<file path="src/rtl/mac_pkg.sv">
package mac_pkg;

    // Field positions inside the operation code
    localparam int OP_W       = 6;
    localparam int OPB_ACC    = 0;
    localparam int OPB_OPA    = 1;
    localparam int OPB_SRC_LO = 2;
    localparam int OPB_FMT    = 4;
    localparam int OPB_WR     = 5;

    // Coefficient source select
    typedef enum logic [1:0] {
        CSRC_IMM   = 2'b00,
        CSRC_OSC   = 2'b01,
        CSRC_REG   = 2'b10,
        CSRC_UNITY = 2'b11
    } coef_src_e;

endpackage

</file>
<file path="src/rtl/mac_sat_add.sv">
// Signed adder with sign extension to an internal width and clamping
// of the result to an OUT_W-bit signed range.
module mac_sat_add #(
    parameter int A_W   = 24,
    parameter int B_W   = 24,
    parameter int OUT_W = 24
) (
    input  logic signed [A_W-1:0]   a_in,
    input  logic signed [B_W-1:0]   b_in,
    output logic signed [OUT_W-1:0] sum_out
);

    localparam int MAX_IN = (A_W > B_W) ? A_W : B_W;
    localparam int SUM_W  = ((MAX_IN > OUT_W) ? MAX_IN : OUT_W) + 1;

    localparam logic signed [SUM_W-1:0] POS_LIM =
        {{(SUM_W-OUT_W+1){1'b0}}, {(OUT_W-1){1'b1}}};
    localparam logic signed [SUM_W-1:0] NEG_LIM =
        {{(SUM_W-OUT_W+1){1'b1}}, {(OUT_W-1){1'b0}}};

    logic signed [SUM_W-1:0] a_ext;
    logic signed [SUM_W-1:0] b_ext;
    logic signed [SUM_W-1:0] raw_sum;

    always_comb begin
        a_ext   = {{(SUM_W-A_W){a_in[A_W-1]}}, a_in};
        b_ext   = {{(SUM_W-B_W){b_in[B_W-1]}}, b_in};
        raw_sum = a_ext + b_ext;
        if (raw_sum > POS_LIM) begin
            sum_out = POS_LIM[OUT_W-1:0];
        end else if (raw_sum < NEG_LIM) begin
            sum_out = NEG_LIM[OUT_W-1:0];
        end else begin
            sum_out = raw_sum[OUT_W-1:0];
        end
    end

endmodule

</file>
<file path="src/rtl/mac_coef_select.sv">
// Picks the multiplier coefficient and presents it as a signed value
// with one integer bit and COEF_W-1 fraction bits.
module mac_coef_select
    import mac_pkg::*;
#(
    parameter int DATA_W = 24,
    parameter int COEF_W = 15
) (
    input  coef_src_e                src_sel,
    input  logic                     wide_fmt,
    input  logic [COEF_W:0]          imm_coef,
    input  logic [COEF_W-1:0]        osc_coef,
    input  logic [DATA_W-1:0]        reg_word,
    output logic signed [COEF_W:0]   coef_out
);

    localparam int CI_W     = COEF_W + 1;
    localparam int FRAC_W   = COEF_W - 1;
    localparam int REG_DROP = DATA_W - COEF_W;

    localparam logic signed [CI_W-1:0] UNITY = CI_W'(1) << FRAC_W;

    logic [COEF_W-1:0] reg_top;
    logic [COEF_W-1:0] imm_narrow;

    always_comb begin
        reg_top    = COEF_W'(reg_word >> REG_DROP);
        imm_narrow = COEF_W'(imm_coef);
        unique case (src_sel)
            CSRC_IMM: begin
                if (wide_fmt) begin
                    coef_out = imm_coef;
                end else begin
                    coef_out = {imm_narrow[COEF_W-1], imm_narrow};
                end
            end
            CSRC_OSC:   coef_out = {osc_coef[COEF_W-1], osc_coef};
            CSRC_REG:   coef_out = {reg_top[COEF_W-1], reg_top};
            CSRC_UNITY: coef_out = UNITY;
            default:    coef_out = '0;
        endcase
    end

endmodule

</file>
<file path="src/rtl/mac_scale_mult.sv">
// Full-width product of a data word and a coefficient, returned to the
// data scale by dropping the fraction bits of the coefficient.
module mac_scale_mult #(
    parameter int DATA_W = 24,
    parameter int COEF_W = 15
) (
    input  logic signed [DATA_W-1:0] data_in,
    input  logic signed [COEF_W:0]   coef_in,
    output logic signed [DATA_W+1:0] scaled_out
);

    localparam int FRAC_W = COEF_W - 1;
    localparam int PROD_W = DATA_W + COEF_W + 1;
    localparam int SCL_W  = DATA_W + 2;

    logic signed [PROD_W-1:0] prod_full;
    logic signed [PROD_W-1:0] prod_shift;

    always_comb begin
        prod_full  = PROD_W'(data_in) * PROD_W'(coef_in);
        prod_shift = prod_full >>> FRAC_W;
        scaled_out = SCL_W'(prod_shift);
    end

endmodule

</file>
<file path="src/rtl/audio_mac_datapath.sv">
module audio_mac_datapath
    import mac_pkg::*;
#(
    parameter int DATA_W = 24,
    parameter int COEF_W = 15
) (
    input  logic                 clk,
    input  logic                 rst_n,
    input  logic [OP_W-1:0]      op_code,
    input  logic [DATA_W-1:0]    opnd_a,
    input  logic [DATA_W-1:0]    opnd_b,
    input  logic [COEF_W:0]      imm_coef,
    input  logic [COEF_W-1:0]    osc_coef,
    input  logic [DATA_W-1:0]    reg_word,
    output logic [DATA_W-1:0]    acc_q,
    output logic [DATA_W-1:0]    pacc_q
);

    localparam int CI_W  = COEF_W + 1;
    localparam int SCL_W = DATA_W + 2;

    coef_src_e                 src_sel;
    logic signed [DATA_W-1:0]  up_lhs;
    logic signed [DATA_W-1:0]  up_rhs;
    logic signed [DATA_W-1:0]  up_sum;
    logic signed [CI_W-1:0]    coef_w;
    logic signed [SCL_W-1:0]   scaled;
    logic signed [DATA_W-1:0]  result;

    // Operand gating for the upper adder
    always_comb begin
        src_sel = coef_src_e'(op_code[OPB_SRC_LO +: 2]);
        up_lhs  = op_code[OPB_ACC] ? acc_q  : '0;
        up_rhs  = op_code[OPB_OPA] ? opnd_a : '0;
    end

    mac_sat_add #(
        .A_W   (DATA_W),
        .B_W   (DATA_W),
        .OUT_W (DATA_W)
    ) u_upper_add (
        .a_in    (up_lhs),
        .b_in    (up_rhs),
        .sum_out (up_sum)
    );


    no_overflow_chk: assert property (@(posedge clk) disable iff (!rst_n)
        (op_code[OPB_ACC] && op_code[OPB_OPA] && !acc_q[DATA_W-1] && !opnd_a[DATA_W-1])
        |-> !up_sum[DATA_W-1]);

    mac_coef_select #(
        .DATA_W (DATA_W),
        .COEF_W (COEF_W)
    ) u_coef_sel (
        .src_sel  (src_sel),
        .wide_fmt (op_code[OPB_FMT]),
        .imm_coef (imm_coef),
        .osc_coef (osc_coef),
        .reg_word (reg_word),
        .coef_out (coef_w)
    );


    reg_coef_chk: assert property (@(posedge clk) disable iff (!rst_n)
        (src_sel == CSRC_REG) |-> (coef_w[COEF_W-1:0] == reg_word[DATA_W-1 -: COEF_W]));

    mac_scale_mult #(
        .DATA_W (DATA_W),
        .COEF_W (COEF_W)
    ) u_mult (
        .data_in    (up_sum),
        .coef_in    (coef_w),
        .scaled_out (scaled)
    );

    mac_sat_add #(
        .A_W   (SCL_W),
        .B_W   (DATA_W),
        .OUT_W (DATA_W)
    ) u_lower_add (
        .a_in    (scaled),
        .b_in    (opnd_b),
        .sum_out (result)
    );

    // Accumulator pair
    always_ff @(posedge clk or negedge rst_n) begin
        if (!rst_n) begin
            acc_q  <= '0;
            pacc_q <= '0;
        end else if (op_code[OPB_WR]) begin
            acc_q  <= result;
            pacc_q <= acc_q;
        end
    end


    pacc_follow_chk: assert property (@(posedge clk) disable iff (!rst_n)
        op_code[OPB_WR] |=> (pacc_q == $past(acc_q)));


    hold_chk: assert property (@(posedge clk) disable iff (!rst_n)
        !op_code[OPB_WR] |=> ($stable(acc_q) && $stable(pacc_q)));


    zero_coef_chk: assert property (@(posedge clk) disable iff (!rst_n)
        (op_code[OPB_WR] && coef_w == '0) |=> (acc_q == $past(opnd_b)));

endmodule

</file>
<file path="config.mk">
export PLATFORM = sky130hd
export DESIGN_NAME = audio_mac_datapath
export DESIGN_NICKNAME = d
export VERILOG_FILES = /design/src/rtl/mac_pkg.sv /design/src/rtl/mac_sat_add.sv /design/src/rtl/mac_coef_select.sv /design/src/rtl/mac_scale_mult.sv /design/src/rtl/audio_mac_datapath.sv
export SDC_FILE = /design/constraint.sdc
export NUM_CORES = 1
export LEC_CHECK = 0
export ABC_AREA = 1
export BUFFER_PORTS_ARGS = -buffer_cell sky130_fd_sc_hd__buf_2
export CORE_MARGIN = 3
export CORE_UTILIZATION = 64
export CTS_BUF_LIST = sky130_fd_sc_hd__clkbuf_8
export CTS_CLUSTER_SIZE = 25
export DETAILED_ROUTE_END_ITERATION = 16
export GPL_ROUTABILITY_DRIVEN = 1
export PLACE_DENSITY = 0.95
export SYNTH_ARGS = -nofsm -noshare
export SYNTH_HDL_FRONTEND = slang
export SYNTH_SLANG_ARGS = --single-unit
</file>
<file path="constraint.sdc">
create_clock -name clk -period 11.7 [get_ports clk]
set_input_delay 2.34 -clock clk [delete_from_list [all_inputs] [get_ports clk]]
set_output_delay 2.34 -clock clk [all_outputs]
set_load 0.05 [all_outputs]
</file>
==> results of run 1 <==
-- through the flow --
stage                     worst slack (ps)  hold WS, ps  instance area, um^2
after detailed placement             -1160          457                22800
after CTS                            -27.3          481                24400
after global placement                -430          449                22800
after floorplan                        129          755                19200
-- per-layer routing --
layer  track usage  GRT overflow
met1         0.785            19
met2         0.953           252
met3         0.763            32
met4         0.855           144
met5         0.590             7
-- cell families after synthesis --
group           count (synthesis)
simple gates                  940
buf+inv                       725
fa+ha+maj                     521
compound gates                257
xor+xnor                       70
flops                          48
-- repair_timing --
action / CTS
resized for setup: 286
gates cloned: 2
pin swaps: 104
hold buffers: 0
setup buffers: 44
setup endpoints to repair: 24
-- synth_stat cells, drive strengths merged (7+ instances only) --
| cell | instances | area, um^2 |
|---|---|---|
| xnor2 | 31 | 272 |
| xor2 | 39 | 342 |
| nor3 | 13 | 65.1 |
| fa | 375 | 7510 |
| a22oi | 7 | 57.6 |
| a31oi | 18 | 113 |
| a21oi | 131 | 697 |
| buf | 11 | 72.6 |
| clkbuf | 56 | 210 |
| nand3 | 36 | 185 |
| inv | 650 | 2440 |
| nand2 | 606 | 2370 |
| nand4 | 8 | 56.3 |
| o21a | 16 | 120 |
| nor2 | 263 | 1000 |
| clkinv | 8 | 35.0 |
| dfrtp | 48 | 1200 |
| ha | 146 | 1830 |
| o21ai | 50 | 262 |
==> impl_metrics.json, run 1 <==
{
  "htree_num_levels": 2,
  "syn_nets": 3193,
  "synth.distinct_cells": 54,
  "synth-adder-area-share": 0.486,
  "grt_max_degree": 49,
  "cts-root-buf": "clkbuf_8",
  "grt_pass1_wl_mm": 199,
  "start_util": 0.659,
  "place_congestion": 1.07,
  "lastStage": "global routing (5_1_grt)",
  "async_flop_share": 1.00,
  "die_w_um": 179,
  "cts_buffers": 5,
  "detailedPlacementHpwl_mm": 60.6,
  "synth_compound_area_frac": 0.0803,
  "syn_inst": 2561,
  "muxShareOfSynthArea": 0,
  "grt_pass1_vias": 30035,
  "synth_seq_cells": 48,
  "status": "stopped before the end",
  "numClockSinks": 48,
  "synth_top_family_by_area": "adder cells",
  "die_h_um": 179,
  "clk_path_buf_depth": 2,
  "ys.warnings.count": 0,
  "gr-total-overflow": 454,
  "rows": 62,
  "ys.flop_type": "dfrtp_1",
  "yosys.area_share.simple": 0.196,
  "syn_avg_cell_area_um2": 7.50,
  "ios": 159,
  "port_buffers": 149,
  "grt_usage": 0.833,
  "place_inst": 3368,
  "synth-xor-area-share": 0.0319,
  "stop_error": "[ERROR GRT-0116] Global routing finished with congestion. Check the congestion regions in the DRC Viewer.",
  "ys_seq_area_frac": 0.0625,
  "synth_edf_count": 0,
  "netlist_area_mm2": 0.0192
}
==> inputs of run 2 (changes only) <==
CORE_UTILIZATION = 40   (was 64)
CTS_BUF_LIST = unset   (was sky130_fd_sc_hd__clkbuf_8)
CTS_CLUSTER_SIZE = unset   (was 25)
PLACE_DENSITY = unset   (was 0.95)
PLACE_DENSITY_LB_ADDON = 0.15   (was unset)
==> impl_metrics.json, run 2 <==
{
  "final_cell_mix": "inv_1 (580), nand2_1 (466), buf_4 (412), fa_1 (353), nor2_1 (226)",
  "synthTopCellsByArea": "fa_1 (39%), inv_1 (13%), nand2_1 (11%), ha_1 (9.5%), dfrtp_1 (6.3%)",
  "hold_start": "pacc_q[7]",
  "post-route-period-util": 0.993,
  "synth_edf_count": 0,
  "syn_nets": 3193,
  "clk_path_buf_depth": 2,
  "die_h_um": 225,
  "maxSlewViolCount": 0,
  "synth_top_cell_area_share": 0.391,
  "first_pass_iters": 5,
  "fillers": 4353,
  "yosysMostFrequentCell": "inv_1",
  "port_buffers": 149,
  "clkTransAtPathRegs_ps": 70,
  "core-area_mm2": 0.0471,
  "numClockSinks": 48,
  "rows": 79,
  "synth_seq_cells": 48,
  "top_regs": "acc_q: 24 flops, pacc_q: 24 flops",
  "gr-total-overflow": 0,
  "detailedPlacementHpwl_mm": 54.0,
  "yosysTopAreaCell": "fa_1",
  "r2r_slack_ps": 1820,
  "holdPathStages": 2,
  "pre_cts_slack_ps": -903,
  "drv_cap": 0,
  "status": "complete, no violations",
  "place_inst": 3637,
  "critPathArrivalTime_ps": 11830,
  "drive_above_1_share": 0.346,
  "setup_viol": 0,
  "holdPathEnd": "pacc_q[7]",
  "cp-start-kind": "input pin",
  "drt-total-wl_mm": 64.0,
  "grt_pass1_wl_mm": 98.2,
  "fin_cells": 3727,
  "synth_common_cells": "inv_1 (649), nand2_1 (581), fa_1 (375)",
  "syn_avg_cell_area_um2": 7.50,
  "grt_max_degree": 49,
  "die_w_um": 225,
  "async_flop_share": 1.00,
  "area.sequential_mm2": 0.00120,
  "synth.distinct_cells": 54,
  "clk_latency_ps": 290,
  "setup_slack_ps": 85.5,
  "crit_type": "in2reg",
  "start_util": 0.408,
  "ys_seq_area_frac": 0.0625,
  "drt_iter0_drc": 937,
  "dieArea_mm2": 0.0507,
  "relSlewSlack": 0.129,
  "fin_nets": 3750,
  "vias": 18248,
  "crit-reg2reg-launch": "acc_q[0]",
  "grt_usage": 0.245,
  "syn_inst": 2561,
  "postLayoutCoreUtil": 0.566,
  "vias_per_cell": 4.90,
  "syn_to_final_growth_pct": 38.6,
  "wl_per_cell_um": 17.2,
  "rr_worst_depth": 61,
  "cpMaxStageDelayCell": "fa_1",
  "antenna_left": 0,
  "rsz0062_at_grt": "yes",
  "skew_ps": 5.45,
  "grt_pass1_vias": 18395,
  "cp_data_required_time_ps": 11920,
  "worst_slew_pin_slew_ps": 1300,
  "place_congestion": 0.933,
  "min_path_type": "reg2reg",
  "final_common_cell": "inv_1",
  "ys.flop_type": "dfrtp_1",
  "antenna_found_initial": 1,
  "ios": 159,
  "cts-root-buf": "clkbuf_16",
  "drc": 0,
  "ys.warnings.count": 0,
  "hold_buffers": 0,
  "crit_path_max_fanout": 8,
  "reg2reg_to": "acc_q[22]",
  "netlist_area_mm2": 0.0192,
  "critPathCaptureType": "flop",
  "fmax_mhz": 86.1,
  "period_needed_ps": 11610,
  "cts_tree": "built",
  "multi_input_area_mm2": 0.0174,
  "cts_buffers": 5,
  "worst_path_most_repeated_cell": "nand2_1",
  "cpPeakStageDelay_ps": 590,
  "hold_viol": 0,
  "htree_num_levels": 2
}
[run 2: cell counts after synthesis]
Identical to the previous run, type by type.
[run 2: routing by layer]
layer | share of wire | up-vias | track usage | wire length, um
met5 | 0 | - | 0 | 0
met3 | 0.054 | 74 | 0.0333 | 3480
li1 | - | 8664 | - | -
met2 | 0.48 | 429 | 0.407 | 30900
met4 | 0.022 | 0 | 0.0535 | 1420
met1 | 0.44 | 9081 | 0.345 | 28200
[run 2: logic make-up after synthesis]
| logic type | after synthesis | synth area share |
|---|---|---|
| simple gates | 940 | 0.196 |
| buf+inv | 725 | 0.143 |
| flops | 48 | 0.0625 |
| compound gates | 257 | 0.0803 |
| xor+xnor | 70 | 0.0319 |
| fa+ha+maj | 521 | 0.486 |
[run 2: worst max-delay path: cells and delay by family]
| kind | cells | cell delay [ps] |
|---|---|---|
| buf+inv | 19 | 2130 |
| simple gates | 19 | 1700 |
| fa+ha+maj | 9 | 3860 |
| compound gates | 10 | 1480 |
| xor+xnor | 2 | 300 |
[run 2: final cells by class]
class,instances,share of cell area
Timing Repair Buffer,617,0.174
Clock buffer,7,0.00536
Clock inverter,1,0.000282
Sequential cell,48,0.0451
Inverter,658,0.0948
Antenna cell,1,0.0000939
Multi-Input combinational cell,1788,0.652
Tap cell,607,0.0285
[run 2: worst max path at each step]
stage	end	slack, ps	start	cells past startpoint
global placement	acc_q[22]	-780	op_code[0]	57
global route	acc_q[4]	-310	op_code[0]	59
floorplan	acc_q[22]	130	op_code[0]	55
detailed placement	acc_q[22]	-900	op_code[0]	57
CTS	acc_q[22]	-160	op_code[0]	57
finish	acc_q[22]	90	op_code[0]	59
[run 2: metrics by stage]
stage | TNS [ps] | cell area [um^2] | hold slack [ps]
2_1_floorplan | 0 | 19200 | 755
3_3_place_gp | -17840 | 23400 | 449
4_1_cts | -3380 | 24200 | 471
3_5_place_dp | -20400 | 23400 | 454
5_1_grt | -6530 | 26600 | 484
6_report | 0 | 26600 | 472
[run 2: timing repair]
item | 4_1_cts | 5_1_grt
gates resized for setup | 109 | 500
setup endpoints to repair | 24 | 24
gates cloned | 2 | 6
pin swaps | 44 | 262
setup buffers | 20 | 59
Power of run 2 is not shown: default switching activity piles up to over one toggle a cycle in this logic, so the estimate is an artifact.
==> inputs of run 3 (changes only) <==
CORE_UTILIZATION = 30   (was 40)
==> impl_metrics.json, run 3 (synthesis gave the netlist of run 2 again) <==
{
  "wl_met1_mm": 30.7,
  "reg2reg_to": "acc_q[22]",
  "clkTransAtPathRegs_ps": 70,
  "ios": 159,
  "grt_pass1_vias": 19031,
  "antenna_found_initial": 1,
  "vias": 17940,
  "rsz0062_at_grt": "yes",
  "min_path_type": "reg2reg",
  "syn_to_final_growth_pct": 39.6,
  "fmax_mhz": 86.4,
  "core-area_mm2": 0.0632,
  "drt-total-wl_mm": 66.9,
  "r2r_slack_ps": 1840,
  "drive_above_1_share": 0.341,
  "place_congestion": 0.888,
  "holdPathEnd": "pacc_q[14]",
  "clk_path_buf_depth": 2,
  "maxSlewViolCount": 0,
  "critPathCaptureType": "flop",
  "cp-start-kind": "input pin",
  "crit_type": "in2reg",
  "met3_length_mm": 2.53,
  "post-route-period-util": 0.989,
  "top_regs": "acc_q: 24 flops, pacc_q: 24 flops",
  "clk_latency_ps": 280,
  "die_h_um": 259,
  "worst-path-buf-inv": 17,
  "die_w_um": 259,
  "crit-reg2reg-launch": "acc_q[0]",
  "period_needed_ps": 11580,
  "antenna_left": 0,
  "final_cell_mix": "inv_1 (577), nand2_1 (474), buf_4 (453), fa_1 (356), nor2_1 (226)",
  "detailedPlacementHpwl_mm": 57.5,
  "skew_ps": 2.29,
  "vias_per_cell": 4.50,
  "gr-total-overflow": 0,
  "rr_worst_depth": 57,
  "setup_viol": 0,
  "top_layer_used": "met4",
  "relSlewSlack": 0.169,
  "critPathTopFamily": "adder cells",
  "first_pass_iters": 6,
  "cts_buffers": 5,
  "drv_cap": 0,
  "start_util": 0.304,
  "critPathArrivalTime_ps": 11680,
  "numClockSinks": 48,
  "hold_start": "pacc_q[14]",
  "wl_met2_mm": 32.8,
  "holdPathStages": 2,
  "grt_max_degree": 49,
  "grt_usage": 0.199,
  "port_buffers": 149,
  "worst_slew_pin_slew_ps": 1240,
  "hold_buffers": 0,
  "dieArea_mm2": 0.0671,
  "drt_iter0_drc": 1022,
  "grt_pass1_wl_mm": 106,
  "cp_data_required_time_ps": 11800,
  "htree_num_levels": 2,
  "cp.depth": 57,
  "cpPeakStageDelay_ps": 550,
  "final.setup.tns_ps": 0,
  "cts-root-buf": "clkbuf_16",
  "wl_per_cell_um": 16.8,
  "hold_viol": 0,
  "fin_nets": 3775,
  "cpMaxStageDelayCell": "fa_1",
  "rows": 92,
  "crit_path_max_fanout": 7,
  "cts_tree": "built",
  "final_common_cell": "inv_1",
  "status": "complete, no violations",
  "drc": 0
}
run 3: stage by stage:
| step | cells | setup slack (ps) | hold WS (ps) | utilization | cell area, um^2 |
|---|---|---|---|---|---|
| finish | 3991 | 124 | 468 | 0.425 | 26800 |
| floorplan | 2561 | 129 | 755 | - | 19200 |
| global placement | 3888 | -975 | 450 | 0.377 | 23800 |
| detailed placement | 3888 | -1030 | 454 | 0.377 | 23800 |
| global route | 3991 | -396 | 484 | 0.425 | 26800 |
| CTS | 3936 | -9.62 | 470 | 0.400 | 25300 |
run 3: worst max path at each step:
| stage | from | endpoint |
|---|---|---|
| 6_report | op_code[0] | acc_q[22] |
| 5_1_grt | op_code[0] | acc_q[21] |
| 4_1_cts | op_code[0] | acc_q[22] |
| 3_5_place_dp | op_code[0] | acc_q[22] |
| 3_3_place_gp | op_code[0] | acc_q[22] |
| 2_1_floorplan | op_code[0] | acc_q[22] |
run 3: area by class of cell:
| class | count | area (um^2) |
|---|---|---|
| multi-input cells | 1788 | 17100 |
| clock inverters | 3 | 46.3 |
| clock buffers | 5 | 125 |
| repair buffers | 642 | 4770 |
| flip-flops and latches | 48 | 1200 |
| fillers | 6418 | 36400 |
| inverters | 658 | 2510 |
| diodes | 1 | 2.50 |
| well taps | 846 | 1060 |
run 3: worst min-delay path, stage by stage (launching register included):
cell	delay, ps
dfrtp_1	340
nand2_1	50
nand2_1	50
run 3: repair_timing:
action	CTS	global route
buffers inserted	37	53
pin swaps	84	159
gates resized for setup	200	320
cloned	3	3
endpoints found under the setup margin	24	24
run 3: routing by layer:
metal,GRT usage,vias to the layer above
li1,-,8708
met1,0.282,8843
met2,0.341,345
met3,0.0145,44
met4,0.0257,0
met5,0,-
Power of run 3 is left out for the same reason.
==> inputs of run 4 (changes only) <==
SETUP_SLACK_MARGIN = 0.15   (was unset)
==> impl_metrics.json, run 4 (synthesis gave the netlist of run 2 again) <==
{
  "cpPeakStageDelay_ps": 570,
  "rows": 92,
  "drive_above_1_share": 0.329,
  "grt_max_degree": 49,
  "start_util": 0.304,
  "drt_iter0_drc": 920,
  "setup_viol": 0,
  "vias": 18001,
  "die_h_um": 259,
  "clk_path_buf_depth": 2,
  "syn_to_final_growth_pct": 38.8,
  "wl_per_cell_um": 16.8,
  "fin_nets": 3779,
  "detailedPlacementHpwl_mm": 58.1,
  "maxSlewViolCount": 0,
  "pre_cts_slack_ps": -929,
  "multi_input_area_mm2": 0.0170,
  "antenna_found_initial": 1,
  "drv_cap": 0,
  "cp_data_required_time_ps": 11810,
  "gr-total-overflow": 0,
  "skew_ps": 2.23,
  "top_regs": "acc_q: 24 flops, pacc_q: 24 flops",
  "htree_num_levels": 2,
  "critPathArrivalTime_ps": 11670,
  "hold_viol": 0,
  "vias_per_cell": 4.51,
  "clkTransAtPathRegs_ps": 60,
  "crit_path_max_fanout": 6,
  "ios": 159,
  "cp-start-kind": "input pin",
  "worst_slew_pin_slew_ps": 1280,
  "rsz0062_at_grt": "yes",
  "area.sequential_mm2": 0.00120,
  "worst_path_most_repeated_cell": "nand2_2",
  "cts-root-buf": "clkbuf_16",
  "fmax_mhz": 86.5,
  "cts_tree": "built",
  "drt-total-wl_mm": 67.0,
  "clk_latency_ps": 280,
  "relSlewSlack": 0.144,
  "post-route-period-util": 0.988,
  "status": "complete, no violations",
  "first_pass_iters": 5,
  "dieArea_mm2": 0.0671,
  "cpMaxStageDelayCell": "fa_1",
  "die_w_um": 259,
  "antenna_left": 0,
  "final_cell_mix": "inv_1 (594), nand2_1 (492), buf_4 (461), fa_1 (357), nor2_1 (229)",
  "fin_cells": 3994,
  "core-area_mm2": 0.0632,
  "drc": 0,
  "grt_usage": 0.201,
  "period_needed_ps": 11560,
  "min_path_type": "reg2reg",
  "grt_pass1_vias": 19135,
  "grt_pass1_wl_mm": 107,
  "holdWs_ps": 467,
  "place_congestion": 0.885,
  "crit_type": "in2reg",
  "numClockSinks": 48,
  "place_inst": 3891,
  "port_buffers": 149,
  "fillers": 6491,
  "final_common_cell": "inv_1",
  "cts_buffers": 5,
  "setup_slack_ps": 141,
  "critPathCaptureType": "flop"
}
-- run 4: changes by cell type in the layout (fill, tap and decap cells not counted), sizes merged --
cell      change
nand2         +2
clkinv        -2
inv           +2
bufinv        -1
buf           +3
clkinvlp      -2
clkbuf        +1
-- run 4: final timing paths --
check,start,endpoint,depth (start not counted),slack (ps)
hold reg to reg,pacc_q[23],pacc_q[23],2,470
setup reg to reg,acc_q[0],acc_q[19],61,1790
hold / removal,pacc_q[23],pacc_q[23],2,470
min in group asynchronous,rst_n,pacc_q[22],1,2260
max in group asynchronous,rst_n,acc_q[6],1,8770
setup / recovery,op_code[0],acc_q[19],61,140
-- run 4: routing by layer --
metal / track usage / routed length (um) / up-vias
li1: - / - / 8716
met1: 0.283 / 30800 / 8872
met2: 0.344 / 32500 / 360
met3: 0.0138 / 2540 / 53
met4: 0.0359 / 1120 / 0
met5: 0 / 0 / -
-- run 4: area by class of cell --
type                    instances  share of cell area
well taps                     846              0.0397
repair buffers                644               0.177
inverters                     658              0.0941
flip-flops and latches         48              0.0450
multi-input cells            1790               0.638
clock buffers                   7             0.00572
diodes                          1           0.0000938
-- run 4: metrics by stage --
| stage | setup TNS, ps | instance area (um^2) | utilization |
|---|---|---|---|
| floorplan | 0 | 19200 | - |
| CTS | 0 | 25300 | 0.401 |
| global route | -5600 | 26700 | 0.422 |
| global placement | -18870 | 23800 | 0.377 |
| finish | 0 | 26700 | 0.422 |
| detailed placement | -20670 | 23800 | 0.377 |
-- run 4: worst max-delay path: cells and delay by family --
| kind | cells | cell delay (ps) |
|---|---|---|
| adder cells (fa/ha/maj) | 9 | 4080 |
| AO/OA/AOI/OAI | 6 | 690 |
| buffers and inverters | 16 | 1540 |
| AND/OR/NAND/NOR | 29 | 2870 |
| XOR/XNOR | 1 | 130 |
-- run 4: repair_timing --
item                                    CTS  global route
pin swaps                               105           141
buffers inserted                         51            35
hold buffers                              0             0
endpoints found under the setup margin   24            24
gates resized for setup                 223           247
endpoints found under the hold margin     0             0
cloned                                    6             3
Power of run 4 is left out for the same reason.
